==> config.mk <==
export PLATFORM = sky130hd
export DESIGN_NAME = i2c_fifo_pair
export DESIGN_NICKNAME = d
export VERILOG_FILES = /design/src/rtl/i2cq_pkg.sv /design/src/rtl/i2cq_byte_fifo.sv /design/src/rtl/i2cq_flush_seq.sv /design/src/rtl/i2cq_level_flags.sv /design/src/rtl/i2c_fifo_pair.sv
export SDC_FILE = /design/constraint.sdc
export NUM_CORES = 1
export LEC_CHECK = 0
export CAP_MARGIN = 40
export CELL_PAD_IN_SITES_DETAIL_PLACEMENT = 1
export CELL_PAD_IN_SITES_GLOBAL_PLACEMENT = 2
export CORE_UTILIZATION = 40
export CTS_CLUSTER_DIAMETER = 80
export DETAILED_ROUTE_END_ITERATION = 10
export PLACE_DENSITY = 0.69
export SYNTH_ARGS = -nofsm -noshare
export SYNTH_HDL_FRONTEND = slang
export SYNTH_SLANG_ARGS = --single-unit
==> constraint.sdc <==
create_clock -name clk -period 3.9 [get_ports clk]
set_clock_uncertainty 0.15 [all_clocks]
set_input_delay 0.78 -clock clk [delete_from_list [all_inputs] [get_ports clk]]
set_output_delay 0.78 -clock clk [all_outputs]
set_load 0.03 [all_outputs]
==> src/rtl/i2cq_pkg.sv <==
package i2cq_pkg;

    typedef enum logic [1:0] {
        FL_IDLE = 2'd0,
        FL_HOLD = 2'd1,
        FL_DONE = 2'd2
    } flush_state_e;

    localparam int unsigned TX_FLUSH_BIT = 7;
    localparam int unsigned RX_FLUSH_BIT = 8;

endpackage

==> src/rtl/i2cq_byte_fifo.sv <==
module i2cq_byte_fifo #(
    parameter int DW    = 8,
    parameter int DEPTH = 16,
    parameter int CNT_W = $clog2(DEPTH + 1)
) (
    input  logic             clk,
    input  logic             rst_n,
    input  logic             clr,
    input  logic             freeze,
    input  logic             push,
    input  logic [DW-1:0]    push_data,
    input  logic             pop,
    output logic [DW-1:0]    pop_data,
    output logic [CNT_W-1:0] count
);
    localparam int AW = (DEPTH > 1) ? $clog2(DEPTH) : 1;

    logic [DW-1:0]    mem [DEPTH];
    logic [AW-1:0]    wptr_q, rptr_q;
    logic [CNT_W-1:0] cnt_q;
    logic             is_full, is_empty, push_ok, pop_ok;

    assign is_full  = (cnt_q == CNT_W'(DEPTH));
    assign is_empty = (cnt_q == '0);
    assign push_ok  = push & ~freeze & ~is_full;
    assign pop_ok   = pop & ~freeze & ~is_empty;

    always_ff @(posedge clk) begin
        if (!rst_n || clr) begin
            wptr_q <= '0;
            rptr_q <= '0;
            cnt_q  <= '0;
        end else begin
            if (push_ok) begin
                wptr_q <= (wptr_q == AW'(DEPTH - 1)) ? '0 : wptr_q + 1'b1;
            end
            if (pop_ok) begin
                rptr_q <= (rptr_q == AW'(DEPTH - 1)) ? '0 : rptr_q + 1'b1;
            end
            unique case ({push_ok, pop_ok})
                2'b10:   cnt_q <= cnt_q + 1'b1;
                2'b01:   cnt_q <= cnt_q - 1'b1;
                default: cnt_q <= cnt_q;
            endcase
        end
    end

    always_ff @(posedge clk) begin
        if (rst_n && !clr && push_ok) begin
            mem[wptr_q] <= push_data;
        end
    end

    assign pop_data = mem[rptr_q];
    assign count    = cnt_q;

    AST_CNT_LIMIT: assert property (@(posedge clk) disable iff (!rst_n)
        cnt_q <= CNT_W'(DEPTH)) else $error("occupancy beyond depth");

    AST_FULL_DROP: assert property (@(posedge clk) disable iff (!rst_n)
        (push && !pop && !clr && is_full) |=> (cnt_q == CNT_W'(DEPTH))) else $error("push into full queue changed it");

endmodule

==> src/rtl/i2cq_flush_seq.sv <==
module i2cq_flush_seq
    import i2cq_pkg::*;
#(
    parameter int FLUSH_CYC = 4
) (
    input  logic clk,
    input  logic rst_n,
    input  logic set_req,
    output logic req,
    output logic clr
);
    localparam int CW   = (FLUSH_CYC > 2) ? $clog2(FLUSH_CYC) : 1;
    localparam int LAST = (FLUSH_CYC > 2) ? FLUSH_CYC - 2 : 0;

    flush_state_e state_q, state_d;
    logic [CW-1:0] cnt_q;
    logic          req_q;

    always_ff @(posedge clk) begin
        if (!rst_n) begin
            state_q <= FL_IDLE;
            cnt_q   <= '0;
            req_q   <= 1'b0;
        end else begin
            state_q <= state_d;
            cnt_q   <= (state_q == FL_HOLD && state_d == FL_HOLD) ? cnt_q + 1'b1 : '0;
            req_q   <= (req_q & ~clr) | set_req;
        end
    end

    always_comb begin
        state_d = state_q;
        unique case (state_q)
            FL_IDLE: if (req_q) state_d = FL_HOLD;
            FL_HOLD: if (cnt_q == CW'(LAST)) state_d = FL_DONE;
            FL_DONE: state_d = FL_IDLE;
            default: state_d = FL_IDLE;
        endcase
    end

    always_comb begin
        clr = 1'b0;
        unique case (state_q)
            FL_DONE: clr = 1'b1;
            default: clr = 1'b0;
        endcase
    end

    assign req = req_q;

    AST_BUSY_HELD: assert property (@(posedge clk) disable iff (!rst_n)
        (state_q != FL_IDLE) |-> req_q) else $error("sequencer active without request");

    AST_DONE_RELEASE: assert property (@(posedge clk) disable iff (!rst_n)
        (state_q == FL_DONE) |=> (!req_q || $past(set_req))) else $error("request survived its flush");

endmodule

==> src/rtl/i2cq_level_flags.sv <==
module i2cq_level_flags #(
    parameter int DEPTH     = 16,
    parameter int CNT_W     = 5,
    parameter int THR_W     = 4,
    parameter bit NEAR_LOW  = 1'b1,
    parameter int FULL_MARK = 16
) (
    input  logic             clk,
    input  logic             rst_n,
    input  logic [CNT_W-1:0] count,
    input  logic [THR_W-1:0] thr,
    output logic             empty,
    output logic             near,
    output logic             full
);
    logic [CNT_W-1:0] thr_ext;
    assign thr_ext = CNT_W'(thr);

    assign empty = (count == '0);
    assign full  = (count >= CNT_W'(FULL_MARK));

    generate
        if (NEAR_LOW) begin : g_near_low
            assign near = (count <= thr_ext);
        end else begin : g_near_high
            assign near = (count >= thr_ext);
        end
    endgenerate

    AST_EMPTY_FULL_EXCL: assert property (@(posedge clk) disable iff (!rst_n)
        !(empty && full)) else $error("empty and full together");

    AST_DEPTH_OK: assert property (@(posedge clk) disable iff (!rst_n)
        count <= CNT_W'(DEPTH)) else $error("count out of range");

endmodule

==> src/rtl/i2c_fifo_pair.sv <==
module i2c_fifo_pair
    import i2cq_pkg::*;
#(
    parameter int DW        = 8,
    parameter int DEPTH     = 16,
    parameter int THR_W     = 4,
    parameter int CTL_W     = 16,
    parameter int FLUSH_CYC = 4
) (
    input  logic             clk,
    input  logic             rst_n,
    input  logic             ctl_we,
    input  logic [CTL_W-1:0] ctl_wdata,
    input  logic             thr_tx_we,
    input  logic             thr_rx_we,
    input  logic [THR_W-1:0] thr_wdata,
    input  logic             bus_tx_push,
    input  logic [DW-1:0]    bus_tx_data,
    input  logic             eng_tx_pop,
    output logic [DW-1:0]    eng_tx_data,
    input  logic             eng_rx_push,
    input  logic [DW-1:0]    eng_rx_data,
    input  logic             bus_rx_pop,
    output logic [DW-1:0]    bus_rx_data,
    output logic             tx_flush_busy,
    output logic             rx_flush_busy,
    output logic             tx_empty,
    output logic             tx_near_empty,
    output logic             tx_full,
    output logic             tx_overrun,
    output logic             rx_empty,
    output logic             rx_near_full,
    output logic             rx_full
);
    localparam int CNT_W        = $clog2(DEPTH + 1);
    localparam int RX_FULL_MARK = (2 ** THR_W) - 1;

    logic [THR_W-1:0] tx_thr_q, rx_thr_q;
    logic [CNT_W-1:0] tx_cnt, rx_cnt;
    logic             tx_req, rx_req, tx_clr, rx_clr;
    logic             tx_set, rx_set, tx_ovr_q;

    assign tx_set = ctl_we & ctl_wdata[TX_FLUSH_BIT];
    assign rx_set = ctl_we & ctl_wdata[RX_FLUSH_BIT];

    always_ff @(posedge clk) begin
        if (!rst_n) begin
            tx_thr_q <= '0;
            rx_thr_q <= '0;
            tx_ovr_q <= 1'b0;
        end else begin
            if (thr_tx_we) tx_thr_q <= thr_wdata;
            if (thr_rx_we) rx_thr_q <= thr_wdata;
            tx_ovr_q <= bus_tx_push & ~tx_req & (tx_cnt == CNT_W'(DEPTH));
        end
    end

    i2cq_flush_seq #(.FLUSH_CYC(FLUSH_CYC)) u_tx_flush (
        .clk(clk), .rst_n(rst_n), .set_req(tx_set), .req(tx_req), .clr(tx_clr)
    );

    i2cq_flush_seq #(.FLUSH_CYC(FLUSH_CYC)) u_rx_flush (
        .clk(clk), .rst_n(rst_n), .set_req(rx_set), .req(rx_req), .clr(rx_clr)
    );

    i2cq_byte_fifo #(.DW(DW), .DEPTH(DEPTH), .CNT_W(CNT_W)) u_tx_fifo (
        .clk(clk), .rst_n(rst_n), .clr(tx_clr), .freeze(tx_req),
        .push(bus_tx_push), .push_data(bus_tx_data),
        .pop(eng_tx_pop), .pop_data(eng_tx_data), .count(tx_cnt)
    );

    i2cq_byte_fifo #(.DW(DW), .DEPTH(DEPTH), .CNT_W(CNT_W)) u_rx_fifo (
        .clk(clk), .rst_n(rst_n), .clr(rx_clr), .freeze(rx_req),
        .push(eng_rx_push), .push_data(eng_rx_data),
        .pop(bus_rx_pop), .pop_data(bus_rx_data), .count(rx_cnt)
    );

    i2cq_level_flags #(.DEPTH(DEPTH), .CNT_W(CNT_W), .THR_W(THR_W),
                       .NEAR_LOW(1'b1), .FULL_MARK(DEPTH)) u_tx_flags (
        .clk(clk), .rst_n(rst_n), .count(tx_cnt), .thr(tx_thr_q),
        .empty(tx_empty), .near(tx_near_empty), .full(tx_full)
    );

    i2cq_level_flags #(.DEPTH(DEPTH), .CNT_W(CNT_W), .THR_W(THR_W),
                       .NEAR_LOW(1'b0), .FULL_MARK(RX_FULL_MARK)) u_rx_flags (
        .clk(clk), .rst_n(rst_n), .count(rx_cnt), .thr(rx_thr_q),
        .empty(rx_empty), .near(rx_near_full), .full(rx_full)
    );

    assign tx_flush_busy = tx_req;
    assign rx_flush_busy = rx_req;
    assign tx_overrun    = tx_ovr_q;

    AST_TX_FLUSH_EMPTIES: assert property (@(posedge clk) disable iff (!rst_n)
        $fell(tx_req) |-> (tx_cnt == '0)) else $error("tx not empty after flush");

    AST_RX_FLUSH_EMPTIES: assert property (@(posedge clk) disable iff (!rst_n)
        $fell(rx_req) |-> (rx_cnt == '0)) else $error("rx not empty after flush");

    AST_TX_FROZEN: assert property (@(posedge clk) disable iff (!rst_n)
        (tx_req && !tx_clr) |=> $stable(tx_cnt)) else $error("tx moved during flush");

    AST_RX_FROZEN: assert property (@(posedge clk) disable iff (!rst_n)
        (rx_req && !rx_clr) |=> $stable(rx_cnt)) else $error("rx moved during flush");

    AST_OVR_CAUSE: assert property (@(posedge clk) disable iff (!rst_n)
        tx_overrun |-> $past(bus_tx_push && tx_full && !tx_flush_busy)) else $error("overrun without cause");

endmodule

### Word level (Yosys, flattened, before mapping)

Memories as Yosys holds them, arrays and structs flattened. A register that Yosys moved wholly into a read port is not among the register bits.
Cells that the tools add are included.

| cells by class | value |
|---|---|
| $add $sub $neg | 10 |
| multipliers | 0 |
| divide/modulo/power cells | 0 |
| magnitude comparators | 4 |
| eq/ne operators | 18 |
| shift operators | 0 |
| mux-type cells | 22 |
| bitwise logic cells | 23 |
| reduce and logical (&&, ||, !) cells | 19 |

Operators with widths:

| kind | number |
|---|---|
| $mux 4 | 8 |
| $pmux 5 s2 | 2 |
| $add 4x1->4 const B | 4 |
| $eq 4x4->1 const B | 4 |
| $and 1x1->1 | 13 |
| $eq 2x1->1 const B | 6 |
| $eq 2x2->1 const B | 6 |
| $add 5x1->5 const B | 2 |
| $eq 5x5->1 const B | 2 |
| $logic_not 5->1 | 2 |
| $sub 5x1->5 const B | 2 |
| $mux 2 | 4 |
| $not 1->1 | 8 |
| $pmux 2 s2 | 2 |
| $logic_and 1x1->1 | 6 |
| $mux 1 | 6 |
| $ge 5x4->1 | 1 |
| $ge 5x4->1 const B | 1 |
| $ge 5x5->1 const B | 1 |
| $le 5x4->1 | 1 |
| $add 2x1->2 const B | 2 |
| $logic_not 2->1 | 2 |
| $reduce_and 2->1 | 2 |
| $reduce_bool 2->1 | 2 |
| other kinds (3) | 7 |

| word-level totals | value |
|---|---|
| register bits | 45 |
| latch bits | 0 |
| bits in writable memories | 256 |
| memory bits (read-only) | 0 |
| input bits | 45 |
| output and inout port bits | 25 |
| memories kept | 2 |

Memory list:

| memory | words | bits a word | read ports | clocked after Yosys merged registers in | write ports | line | RTL |
|---|---|---|---|---|---|---|---|
| u_rx_fifo.mem | 16 | 8 | 1 | 1 | 1 | i2cq_byte_fifo.sv:18 | `logic [DW-1:0] mem [DEPTH];` |
| u_tx_fifo.mem | 16 | 8 | 1 | 1 | 1 | i2cq_byte_fifo.sv:18 |  |

### Logic depth before layout (Yosys ltp)

Gate-level depths: netlist of run 1.

| logic depth | value |
|---|---|
| depth in word-level cells | 7 |
| mapped depth | 12 |
| gate-level depth less buffers | 11 |

### Cells and area by module

Synthesis of run 1 repeated with hierarchy kept, for this count alone.

| unflattened totals | value |
|---|---|
| cell total of the unflattened synthesis | 703 |
| area total of the unflattened synthesis | 12901.1 um^2 |

By module, submodules not included:

| module | instances | cells an instance | area each (um^2) | sequential area each (um^2) |
|---|---|---|---|---|
| i2cq_byte_fifo | 2 | 298 | 5957.0 | 4184.0 |
| i2cq_flush_seq | 2 | 20 | 190.2 | 100.1 |
| i2c_fifo_pair | 1 | 32 | 356.6 | 180.2 |
| i2cq_level_flags at u_rx_flags | 1 | 17 | 126.4 | 0.0 |
| i2cq_level_flags at u_tx_flags | 1 | 18 | 123.9 | 0.0 |

### Worst setup path after synthesis of run 1

Ideal clock, no wire load.

| path | value |
|---|---|
| kind | in2reg |
| start point | in bus_tx_push |
| end point | reg u_tx_fifo.cnt_q[4], in the netlist u_tx_fifo.count[4] |
| library setup time | 0.128 ns |
| data arrival time | 2.813 ns |
| required time | 3.622 ns |
| setup slack | 0.809 ns |
| stages | 11 |
| path through | nor2b_1 -> a21boi_2 -> inv_1 -> ha_1 -> xor2_1 -> ha_1 -> a211o_1 -> a211o_1 -> a31oi_1 -> xnor2_1 -> nor2_1 |

| between the ends | value |
|---|---|
| word-level cells in the longest chain between the ends | 4 |

Ends and longest elaborated chain:

| what | line | RTL |
|---|---|---|
| start, declared | i2c_fifo_pair.sv:17 | `input logic bus_tx_push,` |
| $and 1x1->1 (*) (2 in a row) | i2cq_byte_fifo.sv:25 | `assign push_ok = push & ~freeze & ~is_full;` |
| $eq 2x1->1 or $eq 2x2->1 (tied branches) | i2cq_byte_fifo.sv:40 | `unique case ({push_ok, pop_ok})` |
| $pmux 5 s2 or $reduce_bool 2->1 (tied branches) | - |  |
| end signal, assigned | i2cq_byte_fifo.sv:41 | `2'b10: cnt_q <= cnt_q + 1'b1;` |
| end signal, assigned | i2cq_byte_fifo.sv:42 | `2'b01: cnt_q <= cnt_q - 1'b1;` |
| end signal, assigned | i2cq_byte_fifo.sv:43 | `default: cnt_q <= cnt_q;` |
| end, declared | i2cq_byte_fifo.sv:20 | `logic [CNT_W-1:0] cnt_q;` |

Every way passes the cells marked *; elsewhere a longest branch is shown, timed or not.
A chain may end at the register's enable or synchronous reset.

### Worst setup path in the final report of run 1

| path | value |
|---|---|
| start point | reg u_tx_fifo.cnt_q[1], in the netlist u_tx_fifo.count[1] |
| end point | out tx_near_empty |

| between the ends | value |
|---|---|
| word-level cells in the longest chain between the ends | 1 |

Ends and longest elaborated chain:

| what | line | RTL |
|---|---|---|
| $le 5x4->1 | i2cq_level_flags.sv:24 | `assign near = (count <= thr_ext);` |
| end, declared | i2c_fifo_pair.sv:28 | `output logic tx_near_empty,` |

No other way between the ends.

==> results of run 1 <==
==> final cells by class <==
type / count / area [um2] / share of cell area [%]
clock buffers: 45 / 937 / 6.41
clock inverters: 14 / 149 / 1.02
inverters: 25 / 93.8 / 0.642
multi-input cells: 356 / 3480 / 23.8
flip-flops and latches: 309 / 8750 / 59.9
well taps: 396 / 495 / 3.39
repair buffers: 70 / 701 / 4.80
==> where the power goes <==
group / switching, mW / leakage, nW / total (mW) / internal (mW)
clock: 1.23 / 0.528 / 3.12 / 1.89
sequential: 0.128 / 2.74 / 3.80 / 3.67
combinational: 0.983 / 1.57 / 1.89 / 0.907
total: 2.34 / 4.83 / 8.81 / 6.47
==> worst max-delay path by stage <==
stage	from	endpoint	slack, ns	cells after the start
2_1_floorplan	bus_tx_push	u_tx_fifo.count[4]$_SDFFE_PP0P_	0.81	11
3_3_place_gp	bus_tx_push	u_tx_fifo.count[4]$_SDFFE_PP0P_	0.27	12
3_5_place_dp	bus_tx_push	u_tx_fifo.count[4]$_SDFFE_PP0P_	0.23	12
4_1_cts	register	bus_rx_data[0]	0.17	5
5_1_grt	u_tx_fifo.count[1]$_SDFFE_PP0P_	tx_near_empty	0.08	7
6_report	u_tx_fifo.count[1]$_SDFFE_PP0P_	tx_near_empty	0.24	7
==> cell families after synthesis <==
group / synth area share (%)
AO/OA/AOI/OAI: 4.58
AND/OR/NAND/NOR: 6.62
flip-flops: 70.0
multiplexers: 12.8
adder cells (fa/ha/maj): 2.96
buffers and inverters: 2.07
XOR/XNOR: 0.911
==> registers in the layout (all words and copies together) (netlist names), named ones only <==
signal	cells
u_rx_fifo.count	5
u_rx_flush.state_q	2
u_tx_flush.cnt_q	2
u_tx_fifo.rptr_q	4
u_rx_fifo.wptr_q	4
rx_thr_q	4
u_rx_fifo.mem	128
u_tx_fifo.mem	128
u_rx_flush.req	1
u_tx_flush.state_q	2
u_rx_fifo.rptr_q	4
tx_overrun	1
tx_thr_q	4
u_tx_flush.req	1
u_tx_fifo.count	5
u_rx_flush.cnt_q	2
u_tx_fifo.wptr_q	4
==> layout by cell type (no fill, tap or decap), types with 4 or more instances in the layout <==
cell,count
sky130_fd_sc_hd__a21oi_1,18
sky130_fd_sc_hd__a22oi_1,32
sky130_fd_sc_hd__and2_1,29
sky130_fd_sc_hd__and3_1,6
sky130_fd_sc_hd__buf_4,12
sky130_fd_sc_hd__clkbuf_1,7
sky130_fd_sc_hd__clkbuf_16,35
sky130_fd_sc_hd__clkdlybuf4s50_1,55
sky130_fd_sc_hd__clkinv_1,4
sky130_fd_sc_hd__clkinv_2,4
sky130_fd_sc_hd__dfxtp_1,51
sky130_fd_sc_hd__edfxtp_1,256
sky130_fd_sc_hd__ha_1,28
sky130_fd_sc_hd__inv_1,25
sky130_fd_sc_hd__mux2i_1,16
sky130_fd_sc_hd__mux4_2,64
sky130_fd_sc_hd__nand2_1,38
sky130_fd_sc_hd__nand2b_1,5
sky130_fd_sc_hd__nor2_1,29
sky130_fd_sc_hd__nor2b_1,17
sky130_fd_sc_hd__nor3_1,7
sky130_fd_sc_hd__o21ai_0,6
sky130_fd_sc_hd__xnor2_1,5
sky130_fd_sc_hd__xor2_1,8
==> metal layers <==
metal / share of wire, % / vias up / track usage (%)
li1: - / 2980 / -
met3: 3.6 / 31 / 2.67
met4: 1.5 / 0 / 4.27
met2: 49 / 111 / 28.5
met5: 0 / - / 0
met1: 46 / 3398 / 23.0
==> critical path, delay by kind of cell, from the launching register on <==
| kind | cells | cell delay (ns) |
|---|---|---|
| adder cells (fa/ha/maj) | 1 | 0.32 |
| AND/OR/NAND/NOR | 2 | 0.22 |
| flip-flops | 1 | 0.54 |
| AO/OA/AOI/OAI | 3 | 0.46 |
| buffers and inverters | 1 | 0.69 |
==> metrics by stage <==
stage	area, um2	utilization [%]	hold slack [ns]	power [mW]	instances
6_report	14600	47.6	0.279	8.81	1215
3_5_place_dp	13500	44.1	0.274	5.79	1156
4_1_cts	14600	47.6	0.283	8.92	1215
5_1_grt	14600	47.6	0.304	9.20	1215
3_3_place_gp	13500	44.1	0.256	5.73	1156
2_1_floorplan	12500	-	0.246	5.17	724
==> impl_summary.log, run 1 <==
INFO  metric outcome = finished, final reports clean
INFO  metric max_stage_delay = 0.69 ns
INFO  metric ios = 70
INFO  metric numClockSinks = about 310
INFO  metric cts_made_buffers = 35
INFO  metric core_area = 30,700 um2
INFO  metric detailed_place_hpwl = 17,300 um
INFO  metric drtIter0Drc = about 470
INFO  metric slew_headroom = 44.0%
INFO  metric nets = 871
INFO  metric grt_pass1_wl = about 40,000 um
INFO  metric postRouteWirelength = 26,000 um
INFO  metric timing.hold.worst_path_depth = 1
INFO  metric setup.worst_path.class = register to primary output
INFO  metric hp-class = register to register
INFO  metric timing.rr.end = u_tx_fifo.count[4]$_SDFFE_PP0P_
INFO  metric p_leak = 4.83 nW
INFO  metric startpoint_type = register
INFO  metric synth.yosys.warnings = 0
INFO  metric yosys.area.top_type_share = about three fifths
INFO  metric synth-seq-area-share = ~70%
INFO  metric synth_cell_types = 51
INFO  metric pins_over_slew_limit = 0
INFO  metric chipWidth = 179 um
INFO  metric grt_start_max_net_pins = 33
INFO  metric yosys-top-cells-count = 256 x sky130_fd_sc_hd__edfxtp_1, 64 x sky130_fd_sc_hd__mux4_2, 53 x sky130_fd_sc_hd__dfxtp_1
INFO  metric detailedPlace.worstSlack = 0.228 ns
INFO  metric clock_latency = 0.51 ns
INFO  metric effective_utilization_at_floorplan = approximately two fifths
INFO  metric max_cap_violations = 0
INFO  metric ctsResizeCount = 0
INFO  metric cts_hold_buffers = 0
INFO  metric synthArstFlopShare = 0%
INFO  metric clock.fmax = 273 MHz
INFO  metric setup_viol = 0
INFO  metric cts.clk_slew.worst_paths = 0.05 ns
INFO  metric synthesis.nets = approximately 800
INFO  metric post-synth-top-count-cell = sky130_fd_sc_hd__edfxtp_1
INFO  metric layout_setup_ws = roughly 0.24 ns
INFO  metric core.rowCount = 64
INFO  metric clock_tree_from_tritoncts = done
INFO  metric final.period_utilization = 94.0%
INFO  metric final.setup.tns = 0 ns
INFO  metric timing.final.hold_violations = 0
INFO  metric critical_path.cell_chain = ha_1, nor2b_1, o21a_1, o21ai_0, nand2b_1, a21oi_1, clkdlybuf4s50_1
INFO  metric groute.usage.overall = 16.9%
INFO  metric yosys-top-cells-area = sky130_fd_sc_hd__edfxtp_1 62%, sky130_fd_sc_hd__mux4_2 12%, sky130_fd_sc_hd__dfxtp_1 8.5%
INFO  metric regToRegSetupSlack = 0.84 ns
INFO  metric dr_total_vias = 6,520
INFO  metric ctsRootBufferMaster = sky130_fd_sc_hd__clkbuf_16
INFO  metric worstPathRequired = about 3.0 ns
INFO  metric die_height = 179 um
INFO  metric critPathSlowestCell = sky130_fd_sc_hd__clkdlybuf4s50_1
INFO  metric route.detailed.wl_per_inst = 21.4 um
INFO  metric fillers = roughly 2,900
INFO  metric worstPathMaxFanout = 10
INFO  metric final_layout_size_suffix_gt1_share = 16.6%
INFO  metric cellPowerDensity = 603 nW/um2
INFO  metric drt_first_pass_iters = 4
INFO  metric grt_setup_unrepaired = false
INFO  metric synthesis.area = 12,500 um2
INFO  metric synth_seq_cells = 309
INFO  metric synth_enable_flop_cells = 256
INFO  metric critPathCaptureType = primary output
INFO  metric post-synth-top-area-cell = sky130_fd_sc_hd__edfxtp_1
INFO  metric hold-path-endpoint = u_tx_flush.cnt_q[0]$_SDFF_PN0_
INFO  metric rr_worst_depth = 11
INFO  metric fp.dieArea = 31,900 um2
INFO  metric viasPerCell = 5.37
INFO  metric post-cts-setup-buffers = 0
INFO  metric avgSynthCellArea = 17.3 um2
INFO  metric post_synth_inst_count = 724
INFO  metric finalWeightedCongestion = 0.754
INFO  metric synthesis_to_layout_area_growth = 17.0%
INFO  metric timing.hold.worst.start = u_tx_flush.cnt_q[0]$_SDFF_PN0_
INFO  metric dominantRegCellSynth = sky130_fd_sc_hd__edfxtp_1
INFO  metric peakVddDrop = 0.357 mV
INFO  metric critPathArrivalTime = roughly 2.7 ns
INFO  metric antenna_found_initial = 0
INFO  metric regToRegStartpoint = u_tx_fifo.count[1]$_SDFFE_PP0P_
INFO  metric post-route-drc-count = 0
INFO  metric route.antenna.remaining_nets = 0
INFO  metric antennaDiodeCount = 0
INFO  metric first_global_vias = 7,170
INFO  metric numPortBuffers = 55
INFO  metric grt_total_ovfl = 0
INFO  metric period_minus_slack = 3.66 ns
INFO  metric clk_path_buf_depth = 3
INFO  metric tightest_slew = 0.831 ns
INFO  metric ctsHtreeMaxLevel = 2
Power figures use the tool's default switching activity.
==> run 2: changes to the inputs <==
CORE_MARGIN = 4   (was default)
==> run 2 against run 1 <==
Combinational power about the same. Non-clock buffer count increased by 1. Core utilization increased by 0.053 points. Clock power about the same. Sequential share of layout area about the same. Via count decreased by 0.23%. Cell count increased by 0.41%. Wire length increased by 3.5%. Worst setup slack got worse by 0.029 ns. Maximum frequency decreased by 0.78%. Sequential power about the same. Total power decreased by 0.40%. Largest power group unchanged.
==> impl_summary.log, run 2 (synthesis results as in run 1) <==
INFO  metric drt_first_pass_iters = 4
INFO  metric fillers = 2,907
INFO  metric core.rowCount = 64
INFO  metric period_minus_slack = 3.69 ns
INFO  metric slew_headroom = between 40% and 50%
INFO  metric final_layout_size_suffix_gt1_share = 17.1%
INFO  metric dr_total_vias = 6,505
INFO  metric die_height = 185 um
INFO  metric clock_tree_from_tritoncts = done
INFO  metric effective_utilization_at_floorplan = 40.7%
INFO  metric final.period_utilization = 94.7%
INFO  metric max_cap_violations = 0
INFO  metric ctsHtreeMaxLevel = 2
INFO  metric route.antenna.remaining_nets = 0
INFO  metric first_global_vias = 7,301
INFO  metric grt_total_ovfl = 0
INFO  metric final.setup.tns = 0 ns
INFO  metric clock_latency = 0.51 ns
INFO  metric finalWeightedCongestion = 0.792
INFO  metric route.detailed.wl_per_inst = about 22 um
INFO  metric ctsRootBufferMaster = sky130_fd_sc_hd__clkbuf_16
INFO  metric antenna_found_initial = 0
INFO  metric numPortBuffers = between 50 and 60
INFO  metric synthesis_to_layout_area_growth = 17.1%
INFO  metric critPathSlowestCell = sky130_fd_sc_hd__clkdlybuf4s50_1
INFO  metric worstPathMaxFanout = 10
INFO  metric cellPowerDensity = 600 nW/um2
INFO  metric grt_start_max_net_pins = 33
INFO  metric drtIter0Drc = 410
INFO  metric nets = 872
INFO  metric biggestRegsByFlops = u_rx_fifo.mem (128), u_tx_fifo.mem (128)
INFO  metric max_stage_delay = 0.61 ns
INFO  metric placement.cell_area = 13,500 um2
INFO  metric critical_path.cell_chain = buf_4, mux4_2, a22oi_1, nand2_1, clkdlybuf4s50_1
INFO  metric worstPathRequired = between 2 and 3 ns
INFO  metric setup.worst_path.class = register to primary output
INFO  metric cts_hold_buffers = 0
INFO  metric hp-class = register to register
INFO  metric post-route-drc-count = 0
INFO  metric clk_path_buf_depth = 3
INFO  metric layout.core_utilization = 47.7%
INFO  metric layout.cells.most_common = sky130_fd_sc_hd__edfxtp_1
INFO  metric detailedPlace.worstSlack = 0.173 ns
INFO  metric antennaDiodeCount = 0
INFO  metric cts_made_buffers = 35
INFO  metric layout_setup_ws = 0.207 ns
INFO  metric viasPerCell = 5.33
INFO  metric outcome = finished, final reports clean
INFO  metric pins_over_slew_limit = 0
INFO  metric ios = 70
INFO  metric critPathCaptureType = primary output
INFO  metric tightest_slew = 0.801 ns
INFO  metric most-common-layout-cells = 256 x sky130_fd_sc_hd__edfxtp_1, 64 x sky130_fd_sc_hd__mux4_2, 55 x sky130_fd_sc_hd__clkdlybuf4s50_1
INFO  metric peakVddDrop = 0.413 mV
INFO  metric grt_pass1_wl = 42,600 um
INFO  metric cts.clk_slew.worst_paths = approximately 0.06 ns
INFO  metric grt_setup_unrepaired = false
INFO  metric setup_viol = 0
INFO  metric placed_cells_incl_taps = approximately 1,200
INFO  metric stdcell_area = around 15,000 um2
INFO  metric numClockSinks = 309
INFO  metric postRouteWirelength = between 20,000 and 30,000 um
INFO  metric detailed_place_hpwl = 17,900 um
INFO  metric core_area = about 31,000 um2
INFO  metric timing.final.hold_violations = 0
INFO  metric groute.usage.overall = 16.3%
INFO  metric fp.dieArea = ~34,000 um2
INFO  metric critPathArrivalTime = between 2 and 3 ns
INFO  metric clock.fmax = roughly 270 MHz
INFO  metric p_leak = 4.84 nW
INFO  metric startpoint_type = register
INFO  metric chipWidth = 185 um
INFO  metric finish.cell_count_without_fillers = 1,220
run 2: cell count changes in the layout (fill, tap and decap cells not counted), moves of 2 or more:
cell and change:
sky130_fd_sc_hd__clkinv_1 +3, sky130_fd_sc_hd__clkbuf_1 -3, sky130_fd_sc_hd__clkinv_2 +2, sky130_fd_sc_hd__bufinv_16 -2
run 2: repair_timing:
item	in CTS	in global routing
gates resized for setup	1	0
setup buffers	0	0
endpoints found under the setup margin	2	0
run 2: report_power, final:
| group | switching, mW | internal, mW | total [mW] |
|---|---|---|---|
| Clock | 1.29 | 1.80 | 3.09 |
| Sequential | 0.146 | 3.68 | 3.82 |
| Combinational | 0.955 | 0.907 | 1.86 |
run 2: area by class of cell:
cell class	count	area [um2]	share of cell area [%]
Clock buffer	42	943	6.45
Inverter	25	93.8	0.642
Tap cell	396	495	3.39
Sequential cell	309	8750	59.8
Multi-Input combinational cell	356	3480	23.8
Clock inverter	21	151	1.03
Timing Repair Buffer	71	706	4.82
run 2: per-stage QoR:
| stage | power (mW) | hold WS [ns] |
|---|---|---|
| 5_1_grt | 9.22 | 0.302 |
| 3_3_place_gp | 5.71 | 0.255 |
| 3_5_place_dp | 5.79 | 0.268 |
| 2_1_floorplan | 5.17 | 0.246 |
| 4_1_cts | 8.92 | 0.277 |
| 6_report | 8.78 | 0.274 |
run 2: worst max-delay path: cells and delay by family, from the launching register on:
family                 cells  cell delay, ns
buffers and inverters      2            0.89
muxes                      1            0.54
DFF                        1            0.48
AOI/OAI and AO/OA          1            0.21
and+or+nand+nor            1            0.13
run 2: worst paths after layout:
path / from / end / slack (ns) / cells past startpoint
max: register / bus_rx_data[6] / 0.21 / 5
min: u_rx_flush.cnt_q[0]$_SDFF_PN0_ / u_rx_flush.cnt_q[0]$_SDFF_PN0_ / 0.27 / 1
max reg2reg: u_tx_fifo.count[1]$_SDFFE_PP0P_ / u_tx_fifo.count[4]$_SDFFE_PP0P_ / 0.79 / 11
min reg2reg: u_rx_flush.cnt_q[0]$_SDFF_PN0_ / u_rx_flush.cnt_q[0]$_SDFF_PN0_ / 0.27 / 1
run 2: routing by layer:
| layer | global-route usage, % | share of wire [%] | vias to the layer above |
|---|---|---|---|
| met1 | 22.1 | 43 | 3368 |
| met2 | 27.9 | 51 | 121 |
| li1 | - | - | 2981 |
| met4 | 3.82 | 1.5 | 0 |
| met3 | 2.68 | 4.5 | 35 |
| met5 | 0 | 0 | - |
==> run 3: changes to the inputs <==
CTS_BUF_LIST = sky130_fd_sc_hd__clkbuf_4   (was default)
SETUP_SLACK_MARGIN = 0.15   (was default)
SKIP_LAST_GASP = 1   (was default)
==> run 3 against run 2 <==
Total power shrank 4.1%. Die area unchanged. Design area is 0.36% lower. Clock power fell by 12%. Register-to-register slack hardly changed. Worst setup slack improved by 0.13 ns. Critical path type unchanged. Wire length up 2.3%. Sequential share of layout area is 0.22 points higher.
==> impl_summary.log, run 3 (synthesis results as in run 1) <==
INFO  metric p_leak = 4.95 nW
INFO  metric max_cap_violations = 0
INFO  metric peakVddDrop = 0.381 mV
INFO  metric critPathSlowestCell = sky130_fd_sc_hd__mux4_2
INFO  metric fillers = 2,997
INFO  metric clock_tree_from_tritoncts = done
INFO  metric startpoint_type = register
INFO  metric finish.cell_count_without_fillers = 1,302
INFO  metric postRouteWirelength = 27,600 um
INFO  metric die_height = 185 um
INFO  metric clock_latency = between 0.6 and 0.7 ns
INFO  metric post-route-drc-count = 0
INFO  metric worstPathMaxFanout = 16
INFO  metric slew_headroom = between 40% and 50%
INFO  metric core.rowCount = 64
INFO  metric max_stage_delay = 0.51 ns
INFO  metric routed-wl-met2 = between 10,000 and 15,000 um
INFO  metric numClockSinks = ~310
INFO  metric period_minus_slack = 3.57 ns
INFO  metric most-common-layout-cells = 256 x sky130_fd_sc_hd__edfxtp_1, 118 x sky130_fd_sc_hd__clkbuf_4, 64 x sky130_fd_sc_hd__mux4_2
INFO  metric tightest_slew = around 0.75 ns
INFO  metric critPathArrivalTime = 2.64 ns
INFO  metric maxUsedRoutingLayer = met4
INFO  metric first_global_vias = between 7,000 and 8,000
INFO  metric critPathCaptureType = primary output
INFO  metric dr_wl_met3 = 1260 um
INFO  metric cellPowerDensity = just under 600 nW/um2
INFO  metric dr_total_vias = 6,841
INFO  metric final_layout_size_suffix_gt1_share = 24.1%
INFO  metric crit_family = buffers and inverters
INFO  metric total_routed_wire_length_on_the_met1_layer = 12,100 um
INFO  metric final.period_utilization = approximately nine tenths
INFO  metric viasPerCell = 5.25
INFO  metric antenna_found_initial = 1
INFO  metric route.detailed.wl_per_inst = 21.2 um
INFO  metric layout.core_utilization = roughly 48%
INFO  metric placed_cells_incl_taps = 1,157
INFO  metric setup_viol = 0
INFO  metric pins_over_slew_limit = 0
INFO  metric fp.dieArea = between 30,000 and 40,000 um2
INFO  metric clk_path_buf_depth = 3
INFO  metric cts.clk_slew.worst_paths = 0.06 ns
INFO  metric worstPathRequired = 2.97 ns
INFO  metric ctsHtreeMaxLevel = 3
INFO  metric cp_num_buf_inv = 2
INFO  metric layout.cells.most_common = sky130_fd_sc_hd__edfxtp_1
INFO  metric numPortBuffers = 55
INFO  metric biggestRegsByFlops = u_rx_fifo.mem (128), u_tx_fifo.mem (128)
INFO  metric holdWs = 0.274 ns
INFO  metric drt_first_pass_iters = 4
INFO  metric grt_total_ovfl = 0
INFO  metric hp-class = register to register
INFO  metric cts_made_buffers = 83
INFO  metric grt_pass1_wl = between 40,000 and 50,000 um
INFO  metric ctsRootBufferMaster = sky130_fd_sc_hd__clkbuf_4
INFO  metric route.antenna.remaining_nets = 0
INFO  metric clock.fmax = 280 MHz
INFO  metric effective_utilization_at_floorplan = roughly 41%
INFO  metric grt_start_max_net_pins = 33
INFO  metric drtIter0Drc = 421
INFO  metric synthesis_to_layout_area_growth = 16.7%
INFO  metric ios = 70
INFO  metric groute.usage.overall = 16.7%
INFO  metric grt_setup_unrepaired = false
INFO  metric critical_path.cell_chain = buf_12, mux4_2, a22oi_1, nand2_1, dlygate4sd2_1
INFO  metric core_area = 30,700 um2
INFO  metric detailed_place_hpwl = roughly 18,000 um
INFO  metric multi_input_area = 3480 um2
INFO  metric seqCellArea = a little under 9000 um2
INFO  metric chipWidth = about 180 um
INFO  metric finalWeightedCongestion = 0.792
INFO  metric setup.worst_path.class = register to primary output
INFO  metric nets = about 900
INFO  metric outcome = finished, final reports clean
INFO  metric cts_hold_buffers = 0
INFO  metric timing.final.hold_violations = 0
INFO  metric final.setup.tns = 0 ns
-- run 3: cell types whose count changed in the layout (fill, tap and decap cells not counted), sizes merged, moves of 2 or more --
cell	delta
clkinv	+3
clkbuf	+77
buf	+2
clkdlybuf4s50	-18
dlygate4sd2	+18
-- run 3: layout make-up --
class | instances | share of cell area (%)
Clock inverter | 23 | 0.816
Clock buffer | 118 | 6.08
Inverter | 25 | 0.644
Timing Repair Buffer | 74 | 5.07
Multi-Input combinational cell | 356 | 23.9
Tap cell | 396 | 3.40
Sequential cell | 309 | 60.1
Antenna cell | 1 | 0.0172
-- run 3: report_power, final --
group	total, mW	leakage [nW]	internal [mW]	switching (mW)
sequential	3.81	2.74	3.68	0.136
combinational	1.88	1.62	0.896	0.986
clock	2.72	0.590	1.40	1.32
-- run 3: routing by layer --
| metal | track usage (%) | up-vias |
|---|---|---|
| li1 | - | 3128 |
| met4 | 4.64 | 0 |
| met1 | 22.0 | 3512 |
| met5 | 0 | - |
| met3 | 4.38 | 47 |
| met2 | 27.7 | 154 |
-- run 3: stage by stage --
| step | instance area [um2] | setup slack, ns | total power [mW] |
|---|---|---|---|
| after floorplan | 12500 | 0.809 | 5.17 |
| after global placement | 13500 | 0.213 | 5.71 |
| after detailed placement | 13500 | 0.173 | 5.79 |
| after CTS | 14500 | 0.134 | 8.51 |
| after global routing | 14600 | 0.162 | 8.94 |
| final | 14600 | 0.335 | 8.41 |
-- run 3: worst reg2reg max path, cell delays in order, from the launching register on --
cell                       delay, ns
sky130_fd_sc_hd__dfxtp_1        0.39
sky130_fd_sc_hd__nor4_1         0.47
sky130_fd_sc_hd__a21boi_2       0.12
sky130_fd_sc_hd__inv_1          0.18
sky130_fd_sc_hd__ha_1           0.32
sky130_fd_sc_hd__xor2_1         0.11
sky130_fd_sc_hd__ha_1           0.24
sky130_fd_sc_hd__a211o_1        0.29
sky130_fd_sc_hd__a211o_1        0.29
sky130_fd_sc_hd__a31oi_1        0.21
sky130_fd_sc_hd__xnor2_1        0.14
sky130_fd_sc_hd__nor2_1         0.05
-- run 3: repair_timing --
action / 4_1_cts / 5_1_grt
buffers inserted: 0 / 2
gates cloned: 0 / 1
setup endpoints to repair: 18 / 5
resized for setup: 20 / 1
-- run 3: final timing paths --
kind / startpoint / to / slack (ns) / cells past startpoint
setup reg to reg: u_tx_fifo.count[0]$_SDFFE_PP0P_ / u_tx_fifo.count[4]$_SDFFE_PP0P_ / 0.80 / 11
hold / removal: u_rx_flush.cnt_q[0]$_SDFF_PN0_ / u_rx_flush.cnt_q[0]$_SDFF_PN0_ / 0.27 / 1
setup / recovery: register / eng_tx_data[5] / 0.33 / 5
hold reg to reg: u_rx_flush.cnt_q[0]$_SDFF_PN0_ / u_rx_flush.cnt_q[0]$_SDFF_PN0_ / 0.27 / 1
